File: src/rtl/flyby_dma_pkg.sv
package flyby_dma_pkg;

    typedef enum logic [2:0] {
        ST_IDLE,
        ST_HOLD,
        ST_ACK,
        ST_XFER,
        ST_DONE
    } dma_state_t;

    typedef enum logic {
        DIR_MEM2IO = 1'b0,
        DIR_IO2MEM = 1'b1
    } dma_dir_t;

endpackage

File: src/rtl/dma_chan_regs.sv
module dma_chan_regs
    import flyby_dma_pkg::*;
#(
    parameter int ADDR_W = 16,
    parameter int CNT_W  = 16
) (
    input  logic              clk,
    input  logic              rst_n,
    input  logic              wr_en,
    input  dma_dir_t          wr_dir,
    input  logic [ADDR_W-1:0] wr_addr,
    input  logic [CNT_W-1:0]  wr_cnt,
    input  logic              lock,
    input  logic              step,
    output logic              armed,
    output dma_dir_t          dir,
    output logic [ADDR_W-1:0] addr,
    output logic              last
);

    logic [CNT_W-1:0] cnt;

    always_ff @(posedge clk) begin
        if (!rst_n) begin
            armed <= 1'b0;
            dir   <= DIR_MEM2IO;
            addr  <= '0;
            cnt   <= '0;
        end else if (step) begin
            addr <= addr + ADDR_W'(1);
            cnt  <= cnt - CNT_W'(1);
            if (cnt == CNT_W'(1)) begin
                armed <= 1'b0;
            end
        end else if (wr_en && !lock) begin
            dir   <= wr_dir;
            addr  <= wr_addr;
            cnt   <= wr_cnt;
            armed <= (wr_cnt != '0);
        end
    end

    assign last = (cnt == CNT_W'(1));

    // a word is only moved for a channel that still has words left
    a_r6_step_needs_armed: assert property (@(posedge clk) disable iff (!rst_n)
        step |-> armed);

    // the final word leaves the channel unarmed
    a_r7_disarm_after_last: assert property (@(posedge clk) disable iff (!rst_n)
        (step && last) |=> !armed);

endmodule

File: src/rtl/dma_prio_pick.sv
module dma_prio_pick #(
    parameter int N_CH = 4,
    localparam int CH_W = $clog2(N_CH)
) (
    input  logic [N_CH-1:0] req,
    output logic [CH_W-1:0] gnt,
    output logic            any
);

    always_comb begin
        gnt = '0;
        for (int i = N_CH - 1; i >= 0; i--) begin
            if (req[i]) begin
                gnt = CH_W'(i);
            end
        end
        any = |req;
    end

endmodule

File: src/rtl/flyby_dma.sv
module flyby_dma
    import flyby_dma_pkg::*;
#(
    parameter int N_CH   = 4,
    parameter int ADDR_W = 16,
    parameter int CNT_W  = 16,
    localparam int CH_W  = $clog2(N_CH)
) (
    input  logic              clk,
    input  logic              rst_n,
    input  logic              cfg_we,
    input  logic [CH_W-1:0]   cfg_chan,
    input  logic              cfg_dir,
    input  logic [ADDR_W-1:0] cfg_addr,
    input  logic [CNT_W-1:0]  cfg_count,
    input  logic              stat_rd,
    output logic [N_CH-1:0]   stat_q,
    output logic              irq,
    input  logic [N_CH-1:0]   dreq,
    output logic [N_CH-1:0]   dack,
    output logic              hrq,
    input  logic              hlda,
    output logic [ADDR_W-1:0] mem_addr,
    output logic              mem_rd,
    output logic              mem_wr,
    output logic              io_rd,
    output logic              io_wr
);

    dma_state_t        state, nxt;
    logic [CH_W-1:0]   act_ch;
    logic [CH_W-1:0]   pick_ch;
    logic              pick_any;
    logic [N_CH-1:0]   armed_v;
    logic [N_CH-1:0]   last_v;
    logic [N_CH-1:0]   tc_flags;
    logic [ADDR_W-1:0] addr_v [N_CH];
    dma_dir_t          dir_v  [N_CH];

    generate
        for (genvar g = 0; g < N_CH; g++) begin : g_chan
            logic sel_wr, is_act;
            assign sel_wr = cfg_we && (cfg_chan == CH_W'(g));
            assign is_act = (act_ch == CH_W'(g));
            dma_chan_regs #(
                .ADDR_W (ADDR_W),
                .CNT_W  (CNT_W)
            ) u_regs (
                .clk     (clk),
                .rst_n   (rst_n),
                .wr_en   (sel_wr),
                .wr_dir  (dma_dir_t'(cfg_dir)),
                .wr_addr (cfg_addr),
                .wr_cnt  (cfg_count),
                .lock    (is_act && (state != ST_IDLE)),
                .step    (is_act && (state == ST_XFER)),
                .armed   (armed_v[g]),
                .dir     (dir_v[g]),
                .addr    (addr_v[g]),
                .last    (last_v[g])
            );
        end
    endgenerate

    dma_prio_pick #(.N_CH(N_CH)) u_pick (
        .req (dreq & armed_v),
        .gnt (pick_ch),
        .any (pick_any)
    );

    // next-state decision
    always_comb begin
        nxt = state;
        unique case (state)
            ST_IDLE: if (pick_any && !hlda) nxt = ST_HOLD;
            ST_HOLD: if (hlda) nxt = ST_ACK;
            ST_ACK:  nxt = ST_XFER;
            ST_XFER: if (last_v[act_ch]) nxt = ST_DONE;
            ST_DONE: nxt = ST_IDLE;
            default: nxt = ST_IDLE;
        endcase
    end

    // state register, channel latch, completion flags
    always_ff @(posedge clk) begin
        if (!rst_n) begin
            state    <= ST_IDLE;
            act_ch   <= '0;
            tc_flags <= '0;
            stat_q   <= '0;
        end else begin
            state <= nxt;
            if (state == ST_IDLE && nxt == ST_HOLD) begin
                act_ch <= pick_ch;
            end
            if (stat_rd) begin
                stat_q <= tc_flags;
            end
            for (int i = 0; i < N_CH; i++) begin
                if (state == ST_XFER && last_v[i] && act_ch == CH_W'(i)) begin
                    tc_flags[i] <= 1'b1;
                end else if (stat_rd) begin
                    tc_flags[i] <= 1'b0;
                end
            end
        end
    end

    // outputs decoded from state
    always_comb begin
        hrq      = 1'b0;
        dack     = '0;
        mem_addr = '0;
        mem_rd   = 1'b0;
        mem_wr   = 1'b0;
        io_rd    = 1'b0;
        io_wr    = 1'b0;
        unique case (state)
            ST_HOLD: hrq = 1'b1;
            ST_ACK: begin
                hrq  = 1'b1;
                dack = N_CH'(1) << act_ch;
            end
            ST_XFER: begin
                hrq      = 1'b1;
                dack     = N_CH'(1) << act_ch;
                mem_addr = addr_v[act_ch];
                if (dir_v[act_ch] == DIR_MEM2IO) begin
                    mem_rd = 1'b1;
                    io_wr  = 1'b1;
                end else begin
                    io_rd  = 1'b1;
                    mem_wr = 1'b1;
                end
            end
            default: ;
        endcase
    end

    assign irq = |tc_flags;

    logic any_strobe;
    assign any_strobe = mem_rd | mem_wr | io_rd | io_wr;

    // device acknowledge only while the bus is held
    a_r3_dack_under_hrq: assert property (@(posedge clk) disable iff (!rst_n)
        (|dack) |-> hrq);

    // never more than one device acknowledged
    a_r4_dack_onehot: assert property (@(posedge clk) disable iff (!rst_n)
        $onehot0(dack));

    // strobes only under grant and acknowledge
    a_r5_strobe_granted: assert property (@(posedge clk) disable iff (!rst_n)
        any_strobe |-> (hlda && (|dack)));

    // strobes come in opposite memory/device pairs
    a_r5_strobe_pair: assert property (@(posedge clk) disable iff (!rst_n)
        any_strobe |-> ((mem_rd && io_wr && !mem_wr && !io_rd) ||
                        (mem_wr && io_rd && !mem_rd && !io_wr)));

    // back-to-back words use consecutive addresses
    a_r6_addr_step: assert property (@(posedge clk) disable iff (!rst_n)
        (any_strobe && $past(any_strobe)) |-> (mem_addr == $past(mem_addr) + ADDR_W'(1)));

    // a new completion flag appears only once the bus is released
    a_r8_irq_after_release: assert property (@(posedge clk) disable iff (!rst_n)
        $rose(irq) |-> !hrq);

endmodule

File: config.mk
export PLATFORM = sky130hd
export DESIGN_NAME = flyby_dma
export DESIGN_NICKNAME = d
export VERILOG_FILES = /design/src/rtl/flyby_dma_pkg.sv /design/src/rtl/dma_chan_regs.sv /design/src/rtl/dma_prio_pick.sv /design/src/rtl/flyby_dma.sv
export SDC_FILE = /design/constraint.sdc
export NUM_CORES = 1
export LEC_CHECK = 0
export ABC_AREA = 1
export ABC_CLOCK_PERIOD_IN_PS = 4000
export BUFFER_PORTS_ARGS = -buffer_cell sky130_fd_sc_hd__buf_2
export CELL_PAD_IN_SITES_DETAIL_PLACEMENT = 2
export CELL_PAD_IN_SITES_GLOBAL_PLACEMENT = 2
export CORE_MARGIN = 2
export CORE_UTILIZATION = 34
export DETAILED_ROUTE_END_ITERATION = 8
export PLACE_DENSITY_LB_ADDON = 0.1
export SYNTH_ARGS = -nofsm -noshare
export SYNTH_HDL_FRONTEND = slang
export SYNTH_SLANG_ARGS = --single-unit
File: constraint.sdc
create_clock -name clk -period 4 [get_ports clk]
set_input_delay 0.4 -clock clk [delete_from_list [all_inputs] [get_ports clk]]
set_output_delay 0.4 -clock clk [all_outputs]
set_load 0.05 [all_outputs]
# After elaboration in Yosys (flattened, before gate mapping)
# Cells that the tools add are included.
[classes]
bitwise = 6
shift = 1
n_addsub = 8
order_cmp = 2
n_eq_ne = 18
mux = 56
reduce_logical = 56
[ops]
columns = ["op", "count"]
rows = [
  ["16-bit 2-to-1 mux", 19],
  ["16-bit by 1-bit adder with 16-bit output, second input constant", 4],
  ["16-bit by 1-bit == test with 1-bit output, second input constant", 4],
  ["16-bit by 1-bit subtractor with 16-bit output, second input constant", 4],
  ["16-bit binary-select mux with 2-bit select", 1],
  ["1-bit logical AND", 26],
  ["1-bit 2-to-1 mux", 25],
  ["2-bit AND reduction", 8],
  ["16-bit nonzero test", 1],
  ["2-bit nonzero test", 8],
  ["3-bit case mux with 4 select lines", 1],
  ["3-bit 2-to-1 mux", 3],
  ["2-bit == test, second input constant", 4],
  ["2-bit 2-to-1 mux", 4],
  ["2-bit inequality test, second input constant", 4],
  ["4-bit OR reduction", 2],
  ["3-bit by 1-bit == test with 1-bit output, second input constant", 2],
  ["3-bit by 2-bit == test with 1-bit output, second input constant", 2],
  ["1-bit logical NOT", 5],
  ["4-bit bitwise AND", 1],
  ["1-bit binary-select mux with 2-bit select", 2],
  ["2-bit by 1-bit == test with 1-bit output, second input constant", 2],
  ["2-bit logical NOT", 2],
  ["4-bit 2-to-1 mux", 1],
  ["9 further kinds", 12],
]
[word_totals]
output_inout_bits = 30
register_bits = 149
inputBits = 44

# Logic depth before layout (Yosys ltp)
# Gate-level depths: netlist of run 1.
[logic_depth]
word_depth = 7
mapped_depth = 11
ltp_nobuf = 11

# Cells and area by module
# From an unflattened synthesis of run 1, not the netlist that was laid out.
[unflattened]
cells_unflattened = 1743
area_unflattened_um2 = 10448.8
[by_module_without_submodules]
columns = ["module", "n_inst", "cells_per_inst", "area_per_inst_um2", "seq_area_each_um2"]
rows = [
  ["dma_chan_regs (g_chan[1].u_regs ...)", 3, 391, 2328.5, 680.7],
  ["dma_chan_regs (g_chan[0].u_regs)", 1, 386, 2301.0, 680.7],
  ["flyby_dma", 1, 175, 1116.1, 260.2],
  ["dma_prio_pick", 1, 9, 46.3, 0.0],
]

# Worst setup path after synthesis of run 1
# No wires, ideal clock.
[synth_timing]
path_kind = "register to output"
start = "register act_ch[0]"
end = "output mem_wr"
path_stages_with_launch = 7
setup_slack_ps = 1577
arrival_time_ps = 2023
cell_sequence = "dfxtp_1 > inv_2 > nor2_2 > a22o_1 > a21oi_1 > a21oi_1 > buf_4"
[synth_between]
elab_chain_len = 6
[synth_lines]
columns = ["item", "line", "source"]
rows = [
  ["start: declaration", "flyby_dma.sv:31", "logic [CH_W-1:0] act_ch;"],
  ["start signal: assignment", "flyby_dma.sv:94", "act_ch <= pick_ch;"],
  ["2-bit NOT with 3-bit output (implied by the code)", "flyby_dma.sv:128", "if (dir_v[act_ch] == DIR_MEM2IO) begin"],
  ["1-bit binary-select mux with 2-bit select", "flyby_dma.sv:128", ""],
  ["1-bit 2-to-1 mux (implied by the code) (2 in a row)", "flyby_dma.sv:128", ""],
  ["1-bit 2-to-1 mux (2 in a row)", "n/a", ""],
  ["end: declaration", "flyby_dma.sv:25", "output logic mem_wr,"],
]
# No other way between the ends. The select of a mux whose other input is x is not followed.

# Worst setup path after layout of run 1
[layout_timing]
start = "register act_ch[1]"
end = "output mem_addr[3]"
[layout_between]
elab_chain_len = 5
[layout_lines]
columns = ["item", "line", "source"]
rows = [
  ["2-bit NOT with 3-bit output (implied by the code)", "flyby_dma.sv:127", "mem_addr = addr_v[act_ch];"],
  ["16-bit binary-select mux with 2-bit select", "flyby_dma.sv:127", ""],
  ["16-bit 2-to-1 mux (implied by the code) (2 in a row)", "flyby_dma.sv:127", ""],
  ["16-bit 2-to-1 mux", "flyby_dma.sv:118", "unique case (state)"],
  ["end: declaration", "flyby_dma.sv:23", "output logic [ADDR_W-1:0] mem_addr,"],
]
# No other way between the ends. The select of a mux whose other input is x is not followed.

==> results of run 1 <==
[through the flow]
step | std cells | util | area (um^2) | hold slack (ns)
2_1_floorplan | 1469 | - | 9230 | 0.453
3_3_place_gp | 1837 | 0.366 | 9810 | 0.467
3_5_place_dp | 1837 | 0.366 | 9810 | 0.477
4_1_cts | 1869 | 0.389 | 10400 | 0.248
5_1_grt | 1869 | 0.389 | 10400 | 0.292
6_report | 1869 | 0.389 | 10400 | 0.259
[cells by family (layout without fill, tap and decap cells)]
family | after synthesis | in the layout | share of synthesized area
compound gates | 297 | 297 | 0.190
xor+xnor | 18 | 18 | 0.0171
fa+ha+maj | 12 | 12 | 0.0163
buf+inv | 250 | 309 | 0.110
flops | 149 | 149 | 0.323
simple gates | 743 | 743 | 0.343
[metal layers]
layer / track usage / part of all wire / vias up / wire length (um)
met1: 0.417 / 0.45 / 5349 / 20000
li1: - / - / 4972 / -
met3: 0.0500 / 0.052 / 67 / 2290
met5: 0 / 0 / - / 0
met2: 0.502 / 0.45 / 285 / 19800
met4: 0.130 / 0.043 / 0 / 1880
[state kept, by name, indices dropped and copies added (netlist names)]
register	count
act_ch	2
g_chan.u_regs.addr	64
g_chan.u_regs.armed	4
g_chan.u_regs.cnt	64
g_chan.u_regs.dir	4
stat_q	4
state	3
tc_flags	4
[cell type report]
type                    instances  area share
flip-flops and latches        149       0.286
repair buffers                 83      0.0423
inverters                     194      0.0702
clock buffers                  21      0.0433
well taps                     341      0.0410
clock inverters                11      0.0147
multi-input cells            1070       0.502
[worst reg2reg max path: stages, from the launching register on]
cell and delay, ns:
dfxtp_1 0.42, nand3_2 0.25, buf_4 0.30, nor2_2 0.11, buf_4 0.35, inv_2 0.16, nand2_1 0.36, inv_1 0.34
nand2_1 0.15, o21ai_0 0.08, a21oi_1 0.14, nor2_1 0.06
[cell usage in the layout, fill, tap and decap left out, drive strengths merged]
cell type / n
a221oi: 15
or4: 1
clkbuf: 21
o21ai: 75
a21oi: 72
a211oi: 2
dfxtp: 149
a41oi: 1
xor2: 18
nor3: 28
nand4: 23
a31oi: 66
buf: 83
o22ai: 42
nor4: 4
a21boi: 2
nand3b: 4
clkinv: 7
nor2: 193
o221ai: 4
a22o: 1
bufinv: 3
nand3: 116
clkinvlp: 3
o21bai: 1
or2: 13
ha: 12
nand2: 361
inv: 192
o211ai: 16
[path summary, 6_finish.rpt]
path                            startpoint                                     end  slack [ns]  depth (start not counted)
setup / recovery    act_ch[1]$_SDFFE_PN0P_                             mem_addr[3]        1.07                          5
hold reg to reg   tc_flags[0]$_SDFFE_PN0P_                tc_flags[0]$_SDFFE_PN0P_        0.48                          2
hold / removal                cfg_addr[14]  g_chan[2].u_regs.addr[14]$_SDFFE_PN0P_        0.26                          3
setup reg to reg       state[0]$_SDFF_PN0_   g_chan[0].u_regs.cnt[13]$_SDFFE_PN0P_        1.13                         11
[power breakdown]
part	internal, mW	switching, mW
Combinational	0.161	0.449
Clock	1.00	0.730
Sequential	1.54	0.0623
Total	2.70	1.24
==> results.yml, run 1 <==
clock_network:
  clk_pin_slew_ns: 0.06
  cts_resized: 0
  cts_root_buf: "clkbuf_16"
  cts_setup_buffers: 0
  tritoncts: "built"
  cts_sinks: 149
  cts.hold.buffers_added: 0
  htree_levels: 4
  cts_max_path_buffers: 2
  clock_latency_ns: 0.44
  numCtsBuffers: 17
yosys:
  syn_inst: 1469
  yosys_warnings: 0
  yosysTopAreaCell: "dfxtp_1"
  syn_area_um2: 9230
  synth_cell_type_count: 39
  synth_edf_count: 0
  avgSynthCellArea_um2: 6.28
  synthTopCellsByCount: "nand2_1 (351), nor2_1 (188), inv_1 (180), dfxtp_1 (149), nand3_1 (115)"
  synth-seq-cells: 149
  yosysTopAreaCellShare: 0.323
  synth_most_common_cell: "nand2_1"
  async_flop_share: 0
  synth_area_leaders: "dfxtp_1 (32%), nand2_1 (14%), nor2_1 (7.6%), inv_1 (7.3%), nand3_1 (6.2%)"
  syn-num-nets: 1525
  synth-main-ff-cell: "dfxtp_1"
  yosysSeqAreaShare: 0.323
route:
  wl_um: 44000
  drtIter0Drc: 682
  antenna_left: 0
  post-route-drc-count: 0
  drt_pass1_iterations: 5
  viasPerCell: 5.71
  vias: 10700
  avgRoutedWirePerCell_um: 23.5
final_layout:
  area_delta_synth_final_pct: 12.9
  layout-drive-gt1-share: 0.101
  fill_cells: 3347
  ff_latch_area_um2: 2980
  multi_input_area_um2: 5230
  final_nets: 1571
  n_antenna_cell: 0
critical_path:
  cp_top_family: "buffers and inverters"
  cp-start-kind: "register"
  cp-end-kind: "output pin"
  crit_required_ns: 3.60
  cp_num_buf_inv: 2
  path_cells: "nand2_2 -> inv_2 -> nand2_1 -> a41oi_1 -> buf_2"
  path_class: "reg2out"
  cp_slowest_stage_delay_ns: 0.51
  crit_slowest_cell: "dfxtp_1"
  crit_arrival_ns: 2.53
  worstPathMaxFanout: 13
grt:
  grt_overflow_total: 0
  grt_pass1_vias: 11100
  grt_util_all_layers: 0.313
  grt_pass1_wl_um: 67300
  grt_max_degree: 81
  antenna_found_initial: 0
timing:
  setup_viol: 0
  rsz0062_at_grt: "false"
  worst_pin_slew_ns: 1.04
  tns_ns: 0
  timing_hold_violations_final: 0
  fin_worst_skew_ns: 0.0139
  slew_viol_final: 0
  fin_crit_sh: 0.732
  period_minus_slack_ns: 2.93
  fmax_ghz: 0.342
  timing.final.ws_setup_ns: 1.07
  slew_headroom: 0.308
die:
  num_rows: 60
  dieWidth_um: 169
  start_util: 0.344
  coreArea_um2: 26800
  die_area_um2: 28500
  die_h_um: 169
  io_pins: 74
run_status:
  status: "completed"
power_and_ir_drop:
  p_leak_nw: 4.17
  finalPower_mw: 3.94
  powerDensity_nw_per_um2: 379
  irDropWorstVdd_mv: 0.244
flow_run:
  maxCapViolCount: 0
placement:
  gp_congestion: 0.939
  place_ws_ns: 1.21
  dp_hpwl_um: 32100
  io_buffer_count: 73
worst_hold_path:
  hold_path.class: "in2reg"
Power figures use the tool's default switching activity.
==> run 2: changes to the inputs <==
Settings changed: ABC_AREA 1 to 0, ABC_CLOCK_PERIOD_IN_PS 4000 to 2900.
Clock period 4 ns to 2.9 ns, I/O delays scaled along.
==> run 2 against run 1 <==
  * Setup slack worse by 0.70 ns
  * Synthesized area down 7.9%
  * Die area down 7.8%
  * Combinational power down 4.9%
  * Hold slack worse by 0.091 ns
  * Clock power up 29%
  * Final cell count down 22%
  * Critical endpoint is now mem_addr[15]
  * Sequential cell count unchanged
  * Largest power group unchanged
==> results.yml, run 2 <==
yosys:
  syn-num-nets: 1114
  yosys_warnings: 0
  synth_area_leaders: "dfxtp_1 (35%), a21oi_1 (7.4%), mux4_2 (4.5%), nand2_1 (4.5%), nor2_1 (4.0%)"
  async_flop_share: 0
  yosysTopAreaCell: "dfxtp_1"
  synth-main-ff-cell: "dfxtp_1"
  yosysTopAreaCellShare: 0.351
  syn_area_um2: 8490
  synth_edf_count: 0
  syn_inst: 1058
  synth-seq-cells: 149
  synth_most_common_cell: "dfxtp_1"
  synth_cell_type_count: 72
  yosysSeqAreaShare: 0.351
  synthTopCellsByCount: "dfxtp_1 (149), a21oi_1 (125), nand2_1 (101), nor2_1 (91), nand3_1 (51)"
  avgSynthCellArea_um2: 8.03
grt:
  grt_overflow_total: 0
  grt_max_degree: 73
  antenna_found_initial: 0
  grt_pass1_vias: 9208
  grt_pass1_wl_um: 57200
  grt_util_all_layers: 0.286
worst_hold_path:
  holdPathEnd: "g_chan[1].u_regs.addr[9]$_SDFFE_PN0P_"
  min_path_cells: 3
  holdCritStartpoint: "cfg_addr[9]"
  hold_path.class: "in2reg"
clock_network:
  cts_resized: 0
  clock_latency_ns: 0.44
  clk_pin_slew_ns: 0.07
  cts_max_path_buffers: 2
  cts_root_buf: "clkbuf_16"
  numCtsBuffers: 17
  tritoncts: "built"
  cts_setup_buffers: 0
  cts_sinks: 149
  cts.hold.buffers_added: 0
  htree_levels: 4
timing:
  hold_slack_ns: 0.168
  fmax_ghz: 0.395
  setup_viol: 0
  period_minus_slack_ns: 2.53
  worst_pin_slew_ns: 0.948
  slew_headroom: 0.368
  fin_crit_sh: 0.872
  timing.final.ws_setup_ns: 0.371
  tns_ns: 0
  rsz0062_at_grt: "false"
  timing_hold_violations_final: 0
  slew_viol_final: 0
  fin_worst_skew_ns: 0.0145
die:
  die_area_um2: 26300
  dieWidth_um: 162
  num_rows: 57
  io_pins: 74
  start_util: 0.348
  coreArea_um2: 24400
  die_h_um: 162
final_layout:
  n_antenna_cell: 0
  fill_cells: 2828
  final_common_cell: "dfxtp_1"
  stdcell_count: 1452
  final_nets: 1171
  layout-drive-gt1-share: 0.165
  final_cell_mix: "dfxtp_1 (149), a21oi_1 (124), nand2_1 (101)"
  stdcell_area_um2: 9870
  reg.largest.list: "g_chan.u_regs.addr x64, g_chan.u_regs.cnt x64"
  area_delta_synth_final_pct: 16.2
placement:
  place_ws_ns: 0.390
  dp_hpwl_um: 26500
  placed_cells: 1420
  io_buffer_count: 73
  placed_cell_area_um2: 9290
  gp_congestion: 0.877
run_status:
  status: "completed"
critical_path:
  regToRegSetupSlack_ns: 0.37
  path_class: "reg2out"
  path_cells: "buf_4 -> mux4_2 -> and2_1 -> buf_2"
  r2r-start: "state[0]$_SDFF_PN0_"
  crit_required_ns: 2.61
  reg2reg_to: "g_chan[3].u_regs.cnt[15]$_SDFFE_PN0P_"
  worstPathMaxFanout: 12
  rr_worst_depth: 6
  cp_top_family: "flip-flops"
  cp-end-kind: "output pin"
  crit_arrival_ns: 2.24
  cp-start-kind: "register"
  cp_slowest_stage_delay_ns: 0.57
  crit_slowest_cell: "dfxtp_1"
  cp_num_buf_inv: 2
power_and_ir_drop:
  p_leak_nw: 3.37
  irDropWorstVdd_mv: 0.368
  powerDensity_nw_per_um2: 511
route:
  drtIter0Drc: 617
  wl_um: 37000
  antenna_left: 0
  post-route-drc-count: 0
  drt_pass1_iterations: 5
  vias: 9067
  viasPerCell: 6.24
  avgRoutedWirePerCell_um: 25.5
flow_run:
  maxCapViolCount: 0
## run 2: logic make-up (layout without fill, tap and decap cells)
| group | count (synthesis) | count (layout) | synth area share |
|---|---|---|---|
| compound gates | 333 | 333 | 0.258 |
| xor+xnor | 5 | 5 | 0.00516 |
| fa+ha+maj | 12 | 12 | 0.0177 |
| buf+inv | 96 | 166 | 0.0452 |
| flops | 149 | 149 | 0.351 |
| mux | 27 | 27 | 0.0577 |
| simple gates | 436 | 436 | 0.265 |
## run 2: worst min-delay path, stage by stage
cell	delay (ns)
buf_2	0.15
nand2_1	0.07
a21oi_1	0.05
## run 2: per-stage QoR
stage	util	power [mW]
2_1_floorplan	-	2.56
3_3_place_gp	0.381	2.82
3_5_place_dp	0.381	2.83
4_1_cts	0.405	5.05
5_1_grt	0.405	5.23
6_report	0.405	5.04
## run 2: per-layer routing
| metal | global-route usage | share of wire | up-vias |
|---|---|---|---|
| li1 | - | - | 4145 |
| met1 | 0.413 | 0.48 | 4701 |
| met2 | 0.454 | 0.46 | 187 |
| met3 | 0.0411 | 0.045 | 34 |
| met4 | 0.0579 | 0.014 | 0 |
| met5 | 0 | 0 | - |
## run 2: cell type report
class	count	area [um^2]	share of cell area
Timing Repair Buffer	106	638	0.0646
Sequential cell	149	2980	0.302
Multi-Input combinational cell	813	5160	0.523
Clock buffer	19	453	0.0459
Clock inverter	13	124	0.0125
Tap cell	324	405	0.0411
Inverter	28	108	0.0109
## run 2: report_power, final
| group | internal, mW | switching, mW |
|---|---|---|
| sequential | 2.12 | 0.103 |
| combinational | 0.195 | 0.386 |
| clock | 1.24 | 1.01 |
| total | 3.55 | 1.50 |
## run 2: worst max path at each step
stage | cells past startpoint | to | start | slack, ns
2_1_floorplan | 6 | mem_rd | act_ch[1]$_SDFFE_PN0P_ | 0.05
3_3_place_gp | 6 | g_chan[3].u_regs.cnt[15]$_SDFFE_PN0P_ | state[0]$_SDFF_PN0_ | 0.50
3_5_place_dp | 6 | g_chan[3].u_regs.cnt[15]$_SDFFE_PN0P_ | state[0]$_SDFF_PN0_ | 0.39
4_1_cts | 4 | mem_addr[15] | act_ch[0]$_SDFFE_PN0P_ | 0.37
5_1_grt | 4 | g_chan[0].u_regs.cnt[6]$_SDFFE_PN0P_ | state[0]$_SDFF_PN0_ | 0.23
6_report | 4 | mem_addr[15] | act_ch[0]$_SDFFE_PN0P_ | 0.37
==> run 3: changes to the inputs <==
Settings changed: CELL_PAD_IN_SITES_DETAIL_PLACEMENT 2 to 1.
==> run 3 against run 2 <==
  * Hold slack better by 0.0011 ns
  * Sequential power barely moved
  * Largest power group unchanged
  * Combinational power is 2% lower
  * Count of clock-buffer cells in the layout down 1
  * Critical endpoint is now g_chan[1].u_regs.cnt[15]$_SDFFE_PN0P_
  * Routed wire length is 7.3% lower
  * Highest routed layer unchanged
==> results.yml, run 3 (synthesis results as in run 2) <==
run_status:
  status: "completed"
die:
  io_pins: 74
  num_rows: 57
  dieWidth_um: 162
  die_h_um: 162
  die_area_um2: 26300
  coreArea_um2: 24400
  start_util: 0.348
grt:
  grt_max_degree: 73
  grt_overflow_total: 0
  grt_pass1_vias: 8450
  grt_pass1_wl_um: 52700
  grt_util_all_layers: 0.264
  antenna_found_initial: 0
critical_path:
  cp_slowest_stage_delay_ns: 0.57
  worstPathMaxFanout: 12
  worstSetupStartpoint: "act_ch[0]$_SDFFE_PN0P_"
  crit_slowest_cell: "dfxtp_1"
  rr_worst_depth: 6
  cp-start-kind: "register"
  path_class: "reg2reg"
  regToRegSetupSlack_ns: 0.33
  cp_num_buf_inv: 1
  reg2reg_to: "g_chan[1].u_regs.cnt[15]$_SDFFE_PN0P_"
  crit_required_ns: 3.23
  r2r-start: "act_ch[0]$_SDFFE_PN0P_"
  path_cells: "nor2b_1 -> buf_4 -> nand4_1 -> or3_1 -> or4_1 -> a31oi_1"
  cp_top_family: "simple AND/OR/NAND/NOR gates"
  cp-end-kind: "register"
  crit_arrival_ns: 2.90
clock_network:
  clk_pin_slew_ns: 0.06
  cts_max_path_buffers: 2
  htree_levels: 4
  clock_latency_ns: 0.44
  cts_root_buf: "clkbuf_16"
  cts_resized: 0
  cts_setup_buffers: 0
  cts.hold.buffers_added: 0
  tritoncts: "built"
  numCtsBuffers: 17
  cts_sinks: 149
route:
  antenna_left: 0
  drt_pass1_iterations: 7
  drtIter0Drc: 574
  post-route-drc-count: 0
  vias: 8830
  viasPerCell: 6.09
  avgRoutedWirePerCell_um: 23.7
  wl_um: 34400
power_and_ir_drop:
  pwr-share-seq: 0.431
  comb_power_share: 0.110
  powerDensity_nw_per_um2: 519
  p_leak_nw: 3.38
  power.share.clock: 0.459
  switching_share: 0.285
  cellInternalPower_mw: 3.68
  irDropWorstVdd_mv: 0.305
  switching_power_mw: 1.46
worst_hold_path:
  holdCritStartpoint: "cfg_dir"
  holdPathEnd: "g_chan[2].u_regs.dir$_SDFFE_PN0P_"
  min_path_cells: 3
  hold_path.class: "in2reg"
final_layout:
  n_antenna_cell: 0
  layout-drive-gt1-share: 0.163
  final_common_cell: "dfxtp_1"
  reg.largest.list: "g_chan.u_regs.addr x64, g_chan.u_regs.cnt x64"
  final_cell_mix: "dfxtp_1 (149), a21oi_1 (124), nand2_1 (101)"
  final_nets: 1171
  stdcell_count: 1451
  area_delta_synth_final_pct: 16.5
timing:
  setup_viol: 0
  worst_pin_slew_ns: 0.930
  fmax_ghz: 0.389
  tns_ns: 0
  rsz0062_at_grt: "false"
  period_minus_slack_ns: 2.57
  slew_headroom: 0.380
  timing_hold_violations_final: 0
  fin_crit_sh: 0.886
  fin_worst_skew_ns: 0.0174
  slew_viol_final: 0
placement:
  gp_congestion: 0.877
  dp_hpwl_um: 24900
  placed_cells: 1420
  io_buffer_count: 73
flow_run:
  maxCapViolCount: 0
run 3: worst register-to-register path: cells and delay by family, from the launching register on:
| family | cells | cell delay [ns] |
|---|---|---|
| flops | 1 | 0.57 |
| buf+inv | 1 | 0.20 |
| compound gates | 1 | 0.23 |
| simple gates | 4 | 1.48 |
run 3: worst max path at each step:
stage,slack [ns],end,cells past startpoint
after floorplan,0.05,mem_rd,6
after global routing,0.18,g_chan[1].u_regs.cnt[15]$_SDFFE_PN0P_,6
final,0.33,g_chan[1].u_regs.cnt[15]$_SDFFE_PN0P_,6
after detailed placement,0.43,g_chan[3].u_regs.cnt[15]$_SDFFE_PN0P_,6
after global placement,0.50,g_chan[3].u_regs.cnt[15]$_SDFFE_PN0P_,6
after CTS,0.35,g_chan[1].u_regs.cnt[15]$_SDFFE_PN0P_,6
run 3: power groups by stage:
stage | Combinational (mW) | Sequential, mW | Clock (mW)
2_1_floorplan | 0.341 | 2.22 | 0
3_3_place_gp | 0.560 | 2.26 | 0
3_5_place_dp | 0.563 | 2.26 | 0
4_1_cts | 0.566 | 2.21 | 2.40
5_1_grt | 0.615 | 2.23 | 2.48
6_report | 0.567 | 2.22 | 2.36
run 3: routing by layer:
metal	up-vias	GRT usage	part of all wire	wire length, um
li1	4156	-	-	-
met5	-	0	0	0
met1	4455	0.393	0.50	17100
met3	21	0.0388	0.046	1580
met2	198	0.403	0.45	15300
met4	0	0.0591	0.010	354
run 3: layout make-up:
type                            count  area [um^2]
Inverter                           28          108
Tap cell                          324          405
Timing Repair Buffer              106          638
Clock inverter                     13          173
Clock buffer                       18          429
Fill cell                        2963        14500
Multi-Input combinational cell    813         5160
Sequential cell                   149         2980
run 3: per-stage QoR:
stage	util	hold WS [ns]	worst slack, ns	total power, mW	area, um^2
detailed placement	0.381	0.456	0.433	2.82	9290
CTS	0.406	0.155	0.354	5.18	9900
global placement	0.381	0.454	0.500	2.82	9290
floorplan	-	0.426	0.0454	2.56	8490
global route	0.406	0.173	0.179	5.33	9900
finish	0.406	0.169	0.332	5.14	9900
